===== src/rtl/mmu_guard_pkg.sv =====
package mmu_guard_pkg;

   typedef enum logic [1:0] {
      KIND_READ  = 2'b00,
      KIND_WRITE = 2'b01,
      KIND_FETCH = 2'b10,
      KIND_RSVD  = 2'b11
   } acc_kind_e;

   // Rights vector: r is the LSB, x the MSB
   typedef struct packed {
      logic x;
      logic w;
      logic r;
   } rights_t;

   localparam int FSR_W    = 8;
   localparam int CODE_W   = 4;
   localparam int AIDX_W   = 3;

   localparam logic [CODE_W-1:0] CODE_OK   = 4'd0;
   localparam logic [CODE_W-1:0] CODE_PROT = 4'd8;
   localparam logic [CODE_W-1:0] CODE_PRIV = 4'd12;

   // Access index: [2] write, [1] fetch, [0] supervisor
   function automatic logic [AIDX_W-1:0] make_aidx(input acc_kind_e kind,
                                                   input logic     sup);
      return {kind == KIND_WRITE, kind == KIND_FETCH, sup};
   endfunction

endpackage


===== src/rtl/mmu_rights_decode.sv =====
module mmu_rights_decode
   import mmu_guard_pkg::*;
#(
   parameter int PERM_W = 3
) (
   input  logic [PERM_W-1:0] perm,
   input  logic              is_user,
   output rights_t           rights
);

   generate
      if (PERM_W != 3) begin : g_bad_perm
         $error("mmu_rights_decode: PERM_W must be 3");
      end
   endgenerate

   logic [2:0] xwr;

   // Rights by permission value, bit order {x,w,r}
   always_comb begin
      unique case (perm)
         3'd0:    xwr = 3'b001;
         3'd1:    xwr = 3'b011;
         3'd2:    xwr = 3'b101;
         3'd3:    xwr = 3'b111;
         3'd4:    xwr = 3'b100;
         3'd5:    xwr = is_user ? 3'b001 : 3'b011;
         3'd6:    xwr = is_user ? 3'b000 : 3'b101;
         default: xwr = is_user ? 3'b000 : 3'b111;
      endcase
   end

   assign rights = rights_t'(xwr);

endmodule


===== src/rtl/mmu_fault_classify.sv =====
module mmu_fault_classify
   import mmu_guard_pkg::*;
#(
   parameter int PERM_W = 3
) (
   input  acc_kind_e           kind,
   input  logic                is_user,
   input  logic [PERM_W-1:0]   perm,
   input  rights_t             rights,
   output logic [CODE_W-1:0]   code
);

   logic priv_hit;
   logic need_ok;

   // User mode may never touch the two supervisor-only encodings
   assign priv_hit = is_user && perm[PERM_W-1] && perm[PERM_W-2];

   always_comb begin
      unique case (kind)
         KIND_WRITE: need_ok = rights.w;
         KIND_FETCH: need_ok = rights.x;
         default:    need_ok = rights.r;
      endcase
   end

   always_comb begin
      if (priv_hit)      code = CODE_PRIV;
      else if (!need_ok) code = CODE_PROT;
      else               code = CODE_OK;
   end

endmodule


===== src/rtl/mmu_fault_regs.sv =====
module mmu_fault_regs
   import mmu_guard_pkg::*;
#(
   parameter int VA_W       = 32,
   parameter int PAGE_SHIFT = 12
) (
   input  logic                clk,
   input  logic                rst_n,
   input  logic                fault_evt,
   input  logic [AIDX_W-1:0]   aidx,
   input  logic [CODE_W-1:0]   code,
   input  logic [VA_W-1:0]     vaddr,
   input  logic                rd,
   output logic [FSR_W-1:0]    fsr_q,
   output logic [VA_W-1:0]     far_q
);

   localparam logic [VA_W-1:0] PG_MASK = {VA_W{1'b1}} << PAGE_SHIFT;

   generate
      if (PAGE_SHIFT < 0 || PAGE_SHIFT >= VA_W) begin : g_bad_shift
         $error("mmu_fault_regs: PAGE_SHIFT out of range");
      end
      if (FSR_W != AIDX_W + CODE_W + 1) begin : g_bad_fsr
         $error("mmu_fault_regs: status layout does not fit");
      end
   endgenerate

   logic [FSR_W-1:0] fsr_base;
   logic [FSR_W-1:0] fsr_new;
   logic [FSR_W-1:0] fsr_d;
   logic [VA_W-1:0]  far_d;

   // Status layout: [7:5] access index, [4:2] code>>2, [1] valid, [0] overflow
   always_comb begin
      fsr_base = '0;
      if (!rd && (fsr_q != '0)) fsr_base = {{(FSR_W-1){1'b0}}, 1'b1};
      fsr_new  = fsr_base | {aidx, 1'b0, code[CODE_W-1:2], 2'b10};
      if (fault_evt)   fsr_d = fsr_new;
      else if (rd)     fsr_d = '0;
      else             fsr_d = fsr_q;
   end

   assign far_d = fault_evt ? (vaddr & PG_MASK) : far_q;

   always_ff @(posedge clk or negedge rst_n) begin
      if (!rst_n) begin
         fsr_q <= '0;
         far_q <= '0;
      end else begin
         fsr_q <= fsr_d;
         far_q <= far_d;
      end
   end

   assert_fav_after_fault_R6: assert property (@(posedge clk) disable iff (!rst_n)
      fault_evt |=> fsr_q[1]);

   assert_overflow_R6: assert property (@(posedge clk) disable iff (!rst_n)
      (fault_evt && !rd && (fsr_q != '0)) |=> fsr_q[0]);

   assert_clear_on_read_R10: assert property (@(posedge clk) disable iff (!rst_n)
      (rd && !fault_evt) |=> (fsr_q == '0));

   assert_no_ovf_after_read_R10: assert property (@(posedge clk) disable iff (!rst_n)
      (rd && fault_evt) |=> !fsr_q[0]);

   assert_far_hold_R7: assert property (@(posedge clk) disable iff (!rst_n)
      !fault_evt |=> $stable(far_q));

endmodule


===== src/rtl/mmu_access_guard.sv =====
module mmu_access_guard
   import mmu_guard_pkg::*;
#(
   parameter int VA_W       = 32,
   parameter int PAGE_SHIFT = 12
) (
   input  logic              clk,
   input  logic              rst_n,
   input  logic              req_valid,
   input  logic [1:0]        req_kind,
   input  logic              req_super,
   input  logic [2:0]        req_perm,
   input  logic              req_modified,
   input  logic [VA_W-1:0]   req_vaddr,
   input  logic              nofault_en,
   input  logic              traps_en,
   output logic [2:0]        grant,
   output logic              fault,
   output logic              trap_inst,
   output logic              trap_data,
   input  logic              fsr_rd,
   output logic [7:0]        fsr_rdata,
   output logic [VA_W-1:0]   far_q
);

   generate
      if (VA_W < 8) begin : g_bad_va
         $error("mmu_access_guard: VA_W too small");
      end
   endgenerate

   acc_kind_e          kind;
   logic               is_user;
   rights_t            rights;
   logic [CODE_W-1:0]  code;
   logic [AIDX_W-1:0]  aidx;
   logic               fault_raw;
   logic               fault_evt;
   logic               trap_ok;
   logic [FSR_W-1:0]   fsr_q;

   assign kind    = acc_kind_e'(req_kind);
   assign is_user = !req_super;
   assign aidx    = make_aidx(kind, req_super);

   mmu_rights_decode #(.PERM_W(3)) u_rights (
      .perm    (req_perm),
      .is_user (is_user),
      .rights  (rights)
   );

   mmu_fault_classify #(.PERM_W(3)) u_classify (
      .kind    (kind),
      .is_user (is_user),
      .perm    (req_perm),
      .rights  (rights),
      .code    (code)
   );

   assign fault_raw = (code != CODE_OK);
   assign fault_evt = req_valid && fault_raw;
   assign trap_ok   = traps_en && !nofault_en;

   always_comb begin
      grant = 3'b000;
      if (req_valid) begin
         if (fault_raw) grant = trap_ok ? 3'b000 : 3'b111;
         else           grant = {rights.x, rights.w & req_modified, rights.r};
      end
   end

   assign fault     = fault_evt;
   assign trap_inst = fault_evt && trap_ok && (kind == KIND_FETCH);
   assign trap_data = fault_evt && trap_ok && (kind != KIND_FETCH);

   mmu_fault_regs #(.VA_W(VA_W), .PAGE_SHIFT(PAGE_SHIFT)) u_regs (
      .clk       (clk),
      .rst_n     (rst_n),
      .fault_evt (fault_evt),
      .aidx      (aidx),
      .code      (code),
      .vaddr     (req_vaddr),
      .rd        (fsr_rd),
      .fsr_q     (fsr_q),
      .far_q     (far_q)
   );

   assign fsr_rdata = fsr_q;

   assert_trap_onehot_R8: assert property (@(posedge clk) disable iff (!rst_n)
      $onehot0({trap_inst, trap_data}));

   assert_trap_gate_R8: assert property (@(posedge clk) disable iff (!rst_n)
      (trap_inst || trap_data) |-> (fault && traps_en && !nofault_en));

   assert_write_needs_mod_R5: assert property (@(posedge clk) disable iff (!rst_n)
      (req_valid && !fault && grant[1]) |-> req_modified);

   assert_idle_quiet_R11: assert property (@(posedge clk) disable iff (!rst_n)
      !req_valid |-> ((grant == 3'b000) && !fault && !trap_inst && !trap_data));

   assert_priv_fault_R2: assert property (@(posedge clk) disable iff (!rst_n)
      (req_valid && !req_super && req_perm[2] && req_perm[1]) |=> fsr_rdata[3:2] == 2'b11);

endmodule


===== config.mk =====
export PLATFORM = sky130hd
export DESIGN_NAME = mmu_access_guard
export DESIGN_NICKNAME = d
export VERILOG_FILES = /design/src/rtl/mmu_guard_pkg.sv /design/src/rtl/mmu_rights_decode.sv /design/src/rtl/mmu_fault_classify.sv /design/src/rtl/mmu_fault_regs.sv /design/src/rtl/mmu_access_guard.sv
export SDC_FILE = /design/constraint.sdc
export NUM_CORES = 1
export LEC_CHECK = 0
export ABC_AREA = 0
export ABC_CLOCK_PERIOD_IN_PS = 1700
export BUFFER_PORTS_ARGS = -buffer_cell sky130_fd_sc_hd__buf_4
export CORE_ASPECT_RATIO = 0.5
export CORE_UTILIZATION = 30
export DETAILED_ROUTE_END_ITERATION = 8
export PLACE_DENSITY = 0.62
export REMOVE_ABC_BUFFERS = 1
export SETUP_SLACK_MARGIN = 0.3
export SLEW_MARGIN = 10
export SYNTH_ARGS = -nofsm -noshare
export SYNTH_HDL_FRONTEND = slang
export SYNTH_HIERARCHICAL = 1
export SYNTH_SLANG_ARGS = --single-unit

===== constraint.sdc =====
create_clock -name clk -period 1.7 [get_ports clk]
set_clock_uncertainty 0.1 [all_clocks]
set_input_delay 0.085 -clock clk [delete_from_list [all_inputs] [get_ports clk]]
set_output_delay 0.085 -clock clk [all_outputs]
set_load 0.05 [all_outputs]

==> flow_summary.ini, run 1 <==
[cells_and_area]
finalInstanceArea_um2 = 2461
area.growth.synth_to_final_pct = 77.69
nets = 275
final_layout_size_suffix_gt1_frac = 0.6035
postLayoutCoreUtil = 0.5563
mostFrequentLayoutCell = sky130_fd_sc_hd__buf_4
fillerInstances = 376
multi_input_comb_area_um2 = 730.7
ff_latch_area_um2 = 675.6
final_cell_mix = 69 x sky130_fd_sc_hd__buf_4, 27 x sky130_fd_sc_hd__dfrtp_1, 23 x sky130_fd_sc_hd__dlygate4sd3_1, 20 x sky130_fd_sc_hd__mux2_2, 15 x sky130_fd_sc_hd__conb_1
antenna_diodes = 0

[setup_path]
cp-end-kind = output port
cpPeakStageDelay_ps = 390
cp_max_fo = 3
required_ps = 1510
criticalPathCategory = input pin to output port
r2r-start = u_regs/fsr_q[3]$_DFFE_PN0P_
worst_path_dominant_cell_family = compound AO/OA/AOI/OAI gates
arrival_ps = 1760
worst_setup_path_start_kind = input pin
timing.critical_path.slowest_stage_cell = sky130_fd_sc_hd__or3b_4
r2r_cells = 2
r2r_setup_slack_ps = 570
crit_path_frequent_cell = sky130_fd_sc_hd__buf_6
list_of_cells_traversed_by_the_critical_path = buf_6, buf_4, a21o_1, a221oi_2, a211o_1, nor4_2, or3b_4, nor3b_2, buf_6
reg2reg_to = u_regs/fsr_q[0]$_DFFE_PN0P_
timing.critical_path.buf_inv = 3

[routing]
viasPerCell = 4.408
detail-route-antenna-nets = 0
wl_mm = 3.530
vias = 1252
remaining_drc_errors = 6
detailedRoute.firstIterationViolations = 35
first_pass_iters = 5
routedWlPerCell_um = 12.43

[yosys]
synth.cell_area_um2 = 1385
synth.ff_latch_count = 27
synth_simple_gate_area_share = 0.1491
post_synth_main_area_contributors = sky130_fd_sc_hd__dfrtp_1 49%, sky130_fd_sc_hd__mux2_2 16%, sky130_fd_sc_hd__buf_4 10%
synth.distinct_cells = 28
synth_top_family_by_area = multiplexers
synth_top_cell_area_share = 0.4878
avgSynthCellArea_um2 = 11.35
fraction_of_the_yosys_area_taken_by_sequential_cells = 0.4878
post_synth_mux_area_share = 0.1626
yosysWarnings = 6
synth_fa_ha_area_frac = 0.01807
yosys.area_share.xor_xnor = 0
synth.largest_area_cell = sky130_fd_sc_hd__dfrtp_1
synth_cells = 122
synth-compound-area-share = 0.06052

[clock_tree]
tritoncts_num_sinks = 27
cts_max_level = 1
root_buffer = sky130_fd_sc_hd__clkbuf_8
cts_buffers = 3
cts-root-to-sink-buffers = 2
clock_tree_from_tritoncts = yes
cts.reportedPaths.clkPinSlew_ps = 90
worst_skew_pair.late_latency_ps = 270

[power]
swShare = 0.3897
power_frac_comb = 0.444
ir_worst_vdd_uv = 301.6
power.net_switching_w = 0.0007940
total_power_w = 0.002038
share_clk_of_total_power = 0.178
power.density_cell_area_nw_per_um2 = 828.0
cellLeakagePower_nw = 1.187
pwr-share-seq = 0.377
p_int_w = 0.001244

[floorplanning]
initial_core_utilization = 0.3131
die_height_um = 50.05
fp.coreArea_um2 = 4424
die_w_um = 98.09
num_rows = 17
top_level_ports = 91
floorplan.die_area_um2 = 4909

[grt]
grt_first_pass_wirelength_mm = 5.692
antenna_found_initial = 0
gr-usage-all-layers = 0.1463
overflow = 0
vias_in_the_first_global_route = 1253
grt_max_degree = 28

[sta]
slew_violations = 0
postLayoutSetupSlackWorst_ps = -241.9
layout_worst_path_cycle_share = 1.142
setup_viol = 32
fmax_mhz = 515.0
fin_crit_ps = 1942
grt_setup_unrepaired = yes
hold_violations = 0

[place]
dp_hpwl_mm = 2.159
finalWeightedCongestion = 0.6871
dpl-instance-area_um2 = 1926
io_buffers = 65

[min_path]
hp-start = req_kind[1]
min-delay-path-class = input pin to flip-flop
whs_endpoint = u_regs/fsr_q[7]$_DFFE_PN0P_
whs_path_depth = 5

[status]
status = complete, but fails checks
violations = DRC, setup timing

[job]
max_cap_violations = 0
## metrics by stage
stage,std cells,hold WS [ps],TNS (ps),setup WS (ps)
detailed placement,248,-81.75,-16980,-568.5
global route,284,108.2,-6919,-341.3
finish,284,113.3,-4444,-241.9
global placement,248,-85.13,-15520,-512.2
floorplan,116,-310.6,-13020,-907.7
CTS,282,105.7,-4214,-231.5
## worst register-to-register path: cells and delay by family (launching register included)
| family | cells | cell delay [ps] |
|---|---|---|
| AND/OR/NAND/NOR | 1 | 370 |
| flip-flops | 1 | 430 |
| AO/OA/AOI/OAI | 1 | 110 |
## worst max-delay path by stage
stage | from | end | slack, ps | cells past startpoint
after floorplan | req_super | trap_inst | -910 | 8
after global placement | req_perm[0] | u_regs/far_q[28]$_DFFE_PN0P_ | -510 | 8
after detailed placement | req_perm[1] | u_regs/far_q[28]$_DFFE_PN0P_ | -570 | 8
after CTS | req_perm[1] | grant[1] | -230 | 9
after global routing | req_super | trap_inst | -340 | 10
final | req_perm[1] | trap_inst | -240 | 9
## cell families after synthesis
| kind of cell | count (synthesis) |
|---|---|
| AOI/OAI and AO/OA | 13 |
| adders and majority gates | 2 |
| buffers and inverters | 24 |
| DFF | 27 |
| muxes | 20 |
| other | 2 |
| and+or+nand+nor | 34 |
## Yosys cell counts
cell type	instances
sky130_fd_sc_hd__o21ai_2	1
sky130_fd_sc_hd__nand2b_4	1
sky130_fd_sc_hd__nor3_1	1
sky130_fd_sc_hd__nor2_1	7
sky130_fd_sc_hd__ha_1	2
sky130_fd_sc_hd__conb_1	2
sky130_fd_sc_hd__mux2_2	20
sky130_fd_sc_hd__or3b_1	1
sky130_fd_sc_hd__nand2b_1	5
sky130_fd_sc_hd__nor2b_1	2
sky130_fd_sc_hd__or4_4	1
sky130_fd_sc_hd__o21ai_1	1
sky130_fd_sc_hd__and2_1	2
sky130_fd_sc_hd__and2_4	1
sky130_fd_sc_hd__nand3_1	2
sky130_fd_sc_hd__nor3b_2	1
sky130_fd_sc_hd__a211o_1	1
sky130_fd_sc_hd__a21o_1	2
sky130_fd_sc_hd__a211oi_1	1
sky130_fd_sc_hd__nor3b_1	1
sky130_fd_sc_hd__buf_4	19
sky130_fd_sc_hd__dfrtp_1	27
sky130_fd_sc_hd__a221oi_1	1
sky130_fd_sc_hd__and3_4	1
sky130_fd_sc_hd__nor4_1	2
sky130_fd_sc_hd__nand2_1	6
sky130_fd_sc_hd__o21ai_0	6
sky130_fd_sc_hd__inv_1	5
## repair_timing
item	in CTS	in global routing
setup endpoints to repair	33	33
cloned	2	0
pin swaps	12	8
gates resized for setup	27	17
setup buffers	5	2
hold buffers	23	0
hold endpoints to repair	53	0
## layer usage
metal,routed length [um],global-route usage,vias to the layer above
met2,1995,0.2923,39
met3,140,0.03121,2
met4,15,0.04293,0
met5,0,0,-
met1,1378,0.1561,616
li1,-,-,595
## sequential cells by signal, summed over array words and instances, names as in the netlist
signal,count
u_regs/far_q,20
u_regs/fsr_q,7
## cell type report
class | count | share of cell area
tap | 57 | 0.02898
multi-input combinational | 86 | 0.2969
clock buffer | 3 | 0.01678
clock inverter | 1 | 0.003050
timing repair buffer | 105 | 0.3721
sequential | 27 | 0.2745
inverter | 5 | 0.007626
## power groups by stage
stage	combinational [W]	clock (W)	sequential, W
3_3_place_gp	0.000763	0	0.000772
5_1_grt	0.000948	0.000405	0.000780
4_1_cts	0.000870	0.000379	0.000764
2_1_floorplan	0.000231	0	0.00104
6_report	0.000906	0.000363	0.000769
3_5_place_dp	0.000771	0	0.000776
No activity file was read; power rests on OpenSTA's default activity.
==> run 2: changes to the inputs <==
--- a/config.mk
+++ b/config.mk
@@ -11,11 +11,10 @@
 export CORE_ASPECT_RATIO = 0.5
 export CORE_UTILIZATION = 30
 export DETAILED_ROUTE_END_ITERATION = 8
-export PLACE_DENSITY = 0.62
+export PLACE_DENSITY = 0.61
 export REMOVE_ABC_BUFFERS = 1
 export SETUP_SLACK_MARGIN = 0.3
 export SLEW_MARGIN = 10
 export SYNTH_ARGS = -nofsm -noshare
 export SYNTH_HDL_FRONTEND = slang
-export SYNTH_HIERARCHICAL = 1
 export SYNTH_SLANG_ARGS = --single-unit
==> run 2 against run 1 <==
  * Cell area increased by 1.4%
  * Die area increased by 2.4%
  * Sequential share of layout area fell by 0.39 points
  * Routed wire length grew 1.8%
  * Synthesized cell count fell by 12%
  * The run now ends clean
  * Total power increased by 28%
  * Cell count down 4.6%
  * Worst setup slack gained 360 ps
  * Non-clock buffer count grew 1
  * Clock power about the same
  * Register-to-register slack lost 60 ps
  * First-iteration DRC count down 60%
  * Critical path type unchanged
  * Highest routed layer unchanged
==> flow_summary.ini, run 2 <==
[setup_path]
timing.critical_path.slowest_stage_cell = sky130_fd_sc_hd__ha_4
list_of_cells_traversed_by_the_critical_path = buf_8, inv_4, ha_4, buf_4, nor2_1, a32oi_4, buf_6, nor3_4, buf_6
startpoint = req_kind[0]
r2r-start = u_regs.fsr_q[1]$_DFFE_PN0P_
cpPeakStageDelay_ps = 190
cp_max_fo = 3
arrival_ps = 1400
required_ps = 1510
criticalPathCategory = input pin to output port
cp-end-kind = output port
crit_path_frequent_cell = sky130_fd_sc_hd__buf_6
worst_setup_path_start_kind = input pin

[cells_and_area]
mostFrequentLayoutCell = sky130_fd_sc_hd__buf_4
postLayoutCoreUtil = 0.5588
fillerInstances = 407
final_layout_size_suffix_gt1_frac = 0.5748
final_cell_mix = 67 x sky130_fd_sc_hd__buf_4, 27 x sky130_fd_sc_hd__dfrtp_1, 22 x sky130_fd_sc_hd__dlygate4sd3_1, 21 x sky130_fd_sc_hd__mux2_4, 13 x sky130_fd_sc_hd__conb_1
ff_latch_area_um2 = 675.6
largest_register = u_regs.far_q
top_registers = u_regs.far_q: 20 flops, u_regs.fsr_q: 7 flops
finalInstanceArea_um2 = 2496
area.growth.synth_to_final_pct = 75.93
largest_register_ff_count = 20
nets = 262
antenna_diodes = 0
multi_input_comb_area_um2 = 708.2

[sta]
hold_violations = 0
grt_setup_unrepaired = yes
slew_violations = 0
setup_viol = 0
fmax_mhz = 631.7
layout_worst_path_cycle_share = 0.9312
postLayoutSetupSlackWorst_ps = 117.0
fin_crit_ps = 1583

[floorplanning]
die_w_um = 99.26
die_height_um = 50.63
num_rows = 17
top_level_ports = 91
floorplan.die_area_um2 = 5025
fp.coreArea_um2 = 4467
initial_core_utilization = 0.3176

[yosys]
synth_top_cell_area_share = 0.4762
synth_cells = 107
synth-edff-count = 0
post_synth_main_area_contributors = sky130_fd_sc_hd__dfrtp_1 48%, sky130_fd_sc_hd__mux2_4 17%, sky130_fd_sc_hd__buf_4 6.9%
synth.distinct_cells = 31
synth.largest_area_cell = sky130_fd_sc_hd__dfrtp_1
synth.cell_area_um2 = 1419
fraction_of_the_yosys_area_taken_by_sequential_cells = 0.4762
async_reset_ff_frac = 1.000
yosysWarnings = 0
dominant_cell_by_count_in_the_synthesized_netlist = sky130_fd_sc_hd__dfrtp_1
ys_top_cells_by_count = 27 x sky130_fd_sc_hd__dfrtp_1, 16 x sky130_fd_sc_hd__mux2_4, 13 x sky130_fd_sc_hd__buf_4, 7 x sky130_fd_sc_hd__inv_1, 6 x sky130_fd_sc_hd__mux2_2
avgSynthCellArea_um2 = 13.26
synth.ff_latch_count = 27
yosys_most_used_dff = sky130_fd_sc_hd__dfrtp_1

[routing]
viasPerCell = 4.332
vias = 1174
remaining_drc_errors = 0
detailedRoute.firstIterationViolations = 14
first_pass_iters = 4
maxUsedRoutingLayer = met4
wl_mm = 3.594
met3_length_um = 154
routed-wl-met2_mm = 1.971
routedWlPerCell_um = 13.26
met1_length_mm = 1.438
detail-route-antenna-nets = 0

[power]
power.density_cell_area_nw_per_um2 = 1043
cellLeakagePower_nw = 1.257
pwr-share-seq = 0.328
power.net_switching_w = 0.001093
p_int_w = 0.001510
share_clk_of_total_power = 0.140
ir_worst_vdd_uv = 404.3
power_frac_comb = 0.532
swShare = 0.4200

[job]
max_cap_violations = 0

[grt]
grt_first_pass_wirelength_mm = 5.561
overflow = 0
vias_in_the_first_global_route = 1194
antenna_found_initial = 0
grt_max_degree = 28
gr-usage-all-layers = 0.1422

[min_path]
hp-start = fsr_rd
min-delay-path-class = input pin to flip-flop

[clock_tree]
cts_max_level = 1
clock_tree_from_tritoncts = yes
worst_skew_pair.late_latency_ps = 270
root_buffer = sky130_fd_sc_hd__clkbuf_8
cts-root-to-sink-buffers = 2
cts_buffers = 3
tritoncts_num_sinks = 27
cts.reportedPaths.clkPinSlew_ps = 90

[place]
dpl-instance-area_um2 = 1998
dp_hpwl_mm = 2.187
io_buffers = 65
finalWeightedCongestion = 0.8123
dp_slack_ps = -141.5

[status]
status = completed
run 2: cell types whose count changed after synthesis, moves of 3 or more:
cell / previous run / this run
sky130_fd_sc_hd__o21ai_0: 6 / 0
sky130_fd_sc_hd__mux2i_1: 0 / 3
sky130_fd_sc_hd__mux2_4: 0 / 16
sky130_fd_sc_hd__nor2_1: 7 / 3
sky130_fd_sc_hd__nand2b_1: 5 / 2
sky130_fd_sc_hd__buf_4: 19 / 13
sky130_fd_sc_hd__nand2_1: 6 / 3
sky130_fd_sc_hd__mux2_2: 20 / 6
run 2: power by group through the flow:
stage	sequential [W]	combinational (W)	clock, W
after floorplan	0.00132	0.000368	0
after global placement	0.000862	0.00122	0
after detailed placement	0.000861	0.00123	0
after CTS	0.000853	0.00137	0.000377
after global routing	0.000869	0.00144	0.000411
final	0.000854	0.00139	0.000364
run 2: through the flow:
step / hold WS [ps] / power [W] / TNS, ps / cells
final: 63.31 / 0.002604 / 0 / 271
after global routing: 68.65 / 0.002723 / 0 / 271
after global placement: -82.28 / 0.002080 / -1648 / 237
after CTS: 57.43 / 0.002600 / 0 / 271
after floorplan: -310.6 / 0.001689 / -6203 / 104
after detailed placement: -76.78 / 0.002089 / -2582 / 237
run 2: repair_timing:
item                                   4_1_cts  5_1_grt
setup endpoints to repair                   30       33
setup buffers                                7        0
hold buffers                                22        0
cloned                                       1        0
pin swaps                                    4        3
gates resized for setup                     28        6
endpoints found under the hold margin       48        0
run 2: worst paths after layout:
path / slack (ps) / end / depth (start not counted)
worst max register to register: 510 / u_regs.fsr_q[0]$_DFFE_PN0P_ / 3
worst min-delay path: 60 / u_regs.fsr_q[6]$_DFFE_PN0P_ / 4
min in group asynchronous: 170 / u_regs.far_q[13]$_DFFE_PN0P_ / 2
worst min register to register: 410 / u_regs.fsr_q[0]$_DFFE_PN0P_ / 1
worst max-delay path: 120 / trap_inst / 9
max in group asynchronous: 1060 / u_regs.far_q[30]$_DFFE_PN0P_ / 2
run 2: worst max-delay path: cells and delay by family:
kind | cells | cell delay [ps]
fa+ha+maj | 1 | 190
compound gates | 1 | 160
simple gates | 2 | 350
buf+inv | 5 | 610
run 2: kinds of logic after synthesis:
| logic type | Yosys count | synth area share |
|---|---|---|
| adder cells (fa/ha/maj) | 2 | 0.01763 |
| buffers and inverters | 23 | 0.1076 |
| AO/OA/AOI/OAI | 12 | 0.09083 |
| flip-flops | 27 | 0.4762 |
| AND/OR/NAND/NOR | 17 | 0.06702 |
| other | 1 | 0.002643 |
| multiplexers | 25 | 0.2381 |
run 2: metal layers:
| metal | up-vias | global-route usage |
|---|---|---|
| met1 | 574 | 0.1628 |
| met4 | 0 | 0.03676 |
| met3 | 4 | 0.03203 |
| li1 | 556 | - |
| met2 | 40 | 0.2708 |
| met5 | - | 0 |
run 2: layout make-up:
type / count / area share
timing repair buffer: 106 / 0.3850
clock buffer: 4 / 0.01805
multi-input combinational: 69 / 0.2837
tap: 57 / 0.02857
inverter: 8 / 0.01404
sequential: 27 / 0.2707
==> run 3: changes to the inputs <==
--- a/config.mk
+++ b/config.mk
@@ -5,13 +5,13 @@
 export SDC_FILE = /design/constraint.sdc
 export NUM_CORES = 1
 export LEC_CHECK = 0
-export ABC_AREA = 0
+export ABC_AREA = 1
 export ABC_CLOCK_PERIOD_IN_PS = 1700
 export BUFFER_PORTS_ARGS = -buffer_cell sky130_fd_sc_hd__buf_4
 export CORE_ASPECT_RATIO = 0.5
 export CORE_UTILIZATION = 30
 export DETAILED_ROUTE_END_ITERATION = 8
-export PLACE_DENSITY = 0.61
+export PLACE_DENSITY = 0.62
 export REMOVE_ABC_BUFFERS = 1
 export SETUP_SLACK_MARGIN = 0.3
 export SLEW_MARGIN = 10
==> run 3 against run 2 <==
  * The flow now finishes with violations (hold timing)
  * Routed wire length fell by 3.6%
  * Largest cell class unchanged
  * Sequential power shrank 1%
  * Worst setup slack better by 240 ps
  * Worst hold slack lost 66 ps
  * Maximum frequency grew 18%
  * Via count increased by 13%
  * Critical path type unchanged
  * Global-route usage is 0.19 points lower
  * Total power decreased by 8.7%
  * Synthesized cell count rose by 56%
  * Critical path depth up 2
  * Utilization down 2.8 points
==> flow_summary.ini, run 3 <==
[yosys]
synth_simple_gate_area_share = 0.3165
synth_cells = 167
yosysWarnings = 0
avgSynthCellArea_um2 = 8.309
post_synth_main_area_contributors = sky130_fd_sc_hd__dfrtp_1 49%, sky130_fd_sc_hd__nand2_1 19%, sky130_fd_sc_hd__buf_4 7.0%
synth_top_family_by_area = simple AND/OR/NAND/NOR gates
synth.ff_latch_count = 27
ys_top_cells_by_count = 69 x sky130_fd_sc_hd__nand2_1, 27 x sky130_fd_sc_hd__dfrtp_1, 13 x sky130_fd_sc_hd__buf_4, 13 x sky130_fd_sc_hd__nand2_2, 12 x sky130_fd_sc_hd__inv_1
fraction_of_the_yosys_area_taken_by_sequential_cells = 0.4869
synth.distinct_cells = 19
synth.cell_area_um2 = 1388
async_reset_ff_frac = 1.000
synth.largest_area_cell = sky130_fd_sc_hd__dfrtp_1
synth_fa_ha_area_frac = 0.01803
synth-compound-area-share = 0.03427
synth_top_cell_area_share = 0.4869
dominant_cell_by_count_in_the_synthesized_netlist = sky130_fd_sc_hd__nand2_1
synth-edff-count = 0
yosys_most_used_dff = sky130_fd_sc_hd__dfrtp_1
post_synth_mux_area_share = 0
yosys.area_share.xor_xnor = 0

[setup_path]
timing.critical_path.buf_inv = 5
arrival_ps = 1160
crit_path_frequent_cell = sky130_fd_sc_hd__nand2_4
r2r_setup_slack_ps = 610
cp_max_fo = 4
cp-end-kind = output port
cpPeakStageDelay_ps = 190
list_of_cells_traversed_by_the_critical_path = buf_8, inv_4, ha_4, inv_2, nand2_1, inv_1, nand2_4, nand2_4, nand2_4, nor3_2, buf_6
worst_path_dominant_cell_family = buffers and inverters
worst_setup_path_start_kind = input pin
required_ps = 1510
r2r-start = u_regs.fsr_q[1]$_DFFE_PN0P_
r2r_cells = 4
timing.critical_path.slowest_stage_cell = sky130_fd_sc_hd__ha_4
criticalPathCategory = input pin to output port
reg2reg_to = u_regs.fsr_q[0]$_DFFE_PN0P_

[power]
p_int_w = 0.001319
share_clk_of_total_power = 0.148
cellLeakagePower_nw = 1.273
total_power_w = 0.002378
power.density_cell_area_nw_per_um2 = 1013
power.net_switching_w = 0.001060
ir_worst_vdd_uv = 394.0
power_frac_comb = 0.497
pwr-share-seq = 0.355
swShare = 0.4455

[clock_tree]
cts_buffers = 3
worst_skew_pair.late_latency_ps = 270
root_buffer = sky130_fd_sc_hd__clkbuf_8
tritoncts_num_sinks = 27
cts_max_level = 1
cts-root-to-sink-buffers = 2
cts.reportedPaths.clkPinSlew_ps = 80
clock_tree_from_tritoncts = yes

[routing]
wl_mm = 3.464
vias = 1328
routedWlPerCell_um = 10.86
viasPerCell = 4.163
detailedRoute.firstIterationViolations = 49
remaining_drc_errors = 0
first_pass_iters = 6
detail-route-antenna-nets = 0

[cells_and_area]
antenna_diodes = 0
top_registers = u_regs.far_q: 20 flops, u_regs.fsr_q: 7 flops
largest_register_ff_count = 20
nets = 310
largest_register = u_regs.far_q
final_cell_mix = 66 x sky130_fd_sc_hd__nand2_1, 63 x sky130_fd_sc_hd__buf_4, 27 x sky130_fd_sc_hd__dfrtp_1, 24 x sky130_fd_sc_hd__dlygate4sd3_1, 13 x sky130_fd_sc_hd__conb_1
area.growth.synth_to_final_pct = 69.16
postLayoutCoreUtil = 0.5305
final_cells = 319
final_layout_size_suffix_gt1_frac = 0.4237
mostFrequentLayoutCell = sky130_fd_sc_hd__nand2_1
finalInstanceArea_um2 = 2347

[floorplanning]
top_level_ports = 91
fp.coreArea_um2 = 4424
die_height_um = 50.09
num_rows = 17
initial_core_utilization = 0.3136
die_w_um = 98.18
floorplan.die_area_um2 = 4918

[min_path]
whs_endpoint = u_regs.fsr_q[2]$_DFFE_PN0P_
hp-start = req_super
whs_path_depth = 4
min-delay-path-class = input pin to flip-flop

[place]
io_buffers = 65
placedCellCount = 287
finalWeightedCongestion = 0.7531
dpl-instance-area_um2 = 1896
dp_hpwl_mm = 2.296

[sta]
layout_worst_path_cycle_share = 0.7917
hold-worst-slack_ps = -2.754
slew_violations = 0
fin_crit_ps = 1346
fmax_mhz = 743.0
setup_viol = 0
hold_violations = 1
grt_setup_unrepaired = no

[job]
max_cap_violations = 0

[grt]
grt_max_degree = 28
antenna_found_initial = 0
gr-usage-all-layers = 0.1403
grt_first_pass_wirelength_mm = 5.630
vias_in_the_first_global_route = 1302
overflow = 0

[status]
status = complete, but fails checks
violations = hold timing
## run 3: cell count changes after synthesis, sizes merged, moves of 2 or more
cell    before  now
buf         15   18
a21oi        1    4
nand2        3   83
mux2i        3    0
mux2        22    0
nand3        1    9
nand2b       2    0
nor2b        2    0
a21o         2    0
inv          8   12
o211ai       2    0
## run 3: layer usage
| layer | routed length, um | track usage |
|---|---|---|
| met5 | 0 | 0 |
| met4 | 0 | 0.02239 |
| met3 | 104 | 0.02128 |
| met2 | 1902 | 0.2688 |
| met1 | 1457 | 0.1709 |
## run 3: area by class of cell
type                       instances  area, um2
fill                             393       2077
timing repair buffer              97      847.1
sequential                        27      675.6
multi-input combinational        122      660.6
tap                               57      71.32
inverter                          12      47.55
clock buffer                       4      45.04
## run 3: power by group through the flow
stage | Sequential [W] | Clock (W) | Combinational [W]
after detailed placement | 0.000853 | 0 | 0.00108
after floorplan | 0.00127 | 0 | 0.000290
after CTS | 0.000841 | 0.000378 | 0.00117
after global routing | 0.000857 | 0.000399 | 0.00125
final | 0.000843 | 0.000353 | 0.00118
after global placement | 0.000849 | 0 | 0.00107
## run 3: what timing repair did
item / in CTS / in global routing
hold buffers: 25 / 0
pin swaps: 10 / 7
hold endpoints to repair: 50 / 0
setup buffers: 4 / 0
resized for setup: 24 / 12
setup endpoints to repair: 6 / 7
## run 3: worst max-delay path by stage
stage,from,cells after the start,to
2_1_floorplan,req_kind[0],9,trap_data
3_3_place_gp,req_kind[0],11,trap_data
3_5_place_dp,req_kind[0],11,trap_data
4_1_cts,req_kind[0],12,grant[0]
5_1_grt,req_kind[0],11,trap_inst
6_report,req_kind[0],11,trap_inst
## run 3: metrics by stage
step | setup TNS (ps) | setup WS [ps]
after floorplan | -1312 | -655.9
after global placement | 0 | 177.1
after detailed placement | 0 | 155.5
after CTS | 0 | 302.2
after global routing | 0 | 295.2
final | 0 | 354.0
## run 3: cell families after synthesis
family | count (synthesis)
and+or+nand+nor | 101
buffers and inverters | 30
DFF | 27
AOI/OAI and AO/OA | 6
adders and majority gates | 2
other | 1
## run 3: worst register-to-register path, stage by stage (launching register included)
cell and delay [ps]:
sky130_fd_sc_hd__dfrtp_1 400, sky130_fd_sc_hd__nor4_1 270, sky130_fd_sc_hd__a21oi_1 90, sky130_fd_sc_hd__nand2_1 70, sky130_fd_sc_hd__nand2_1 50
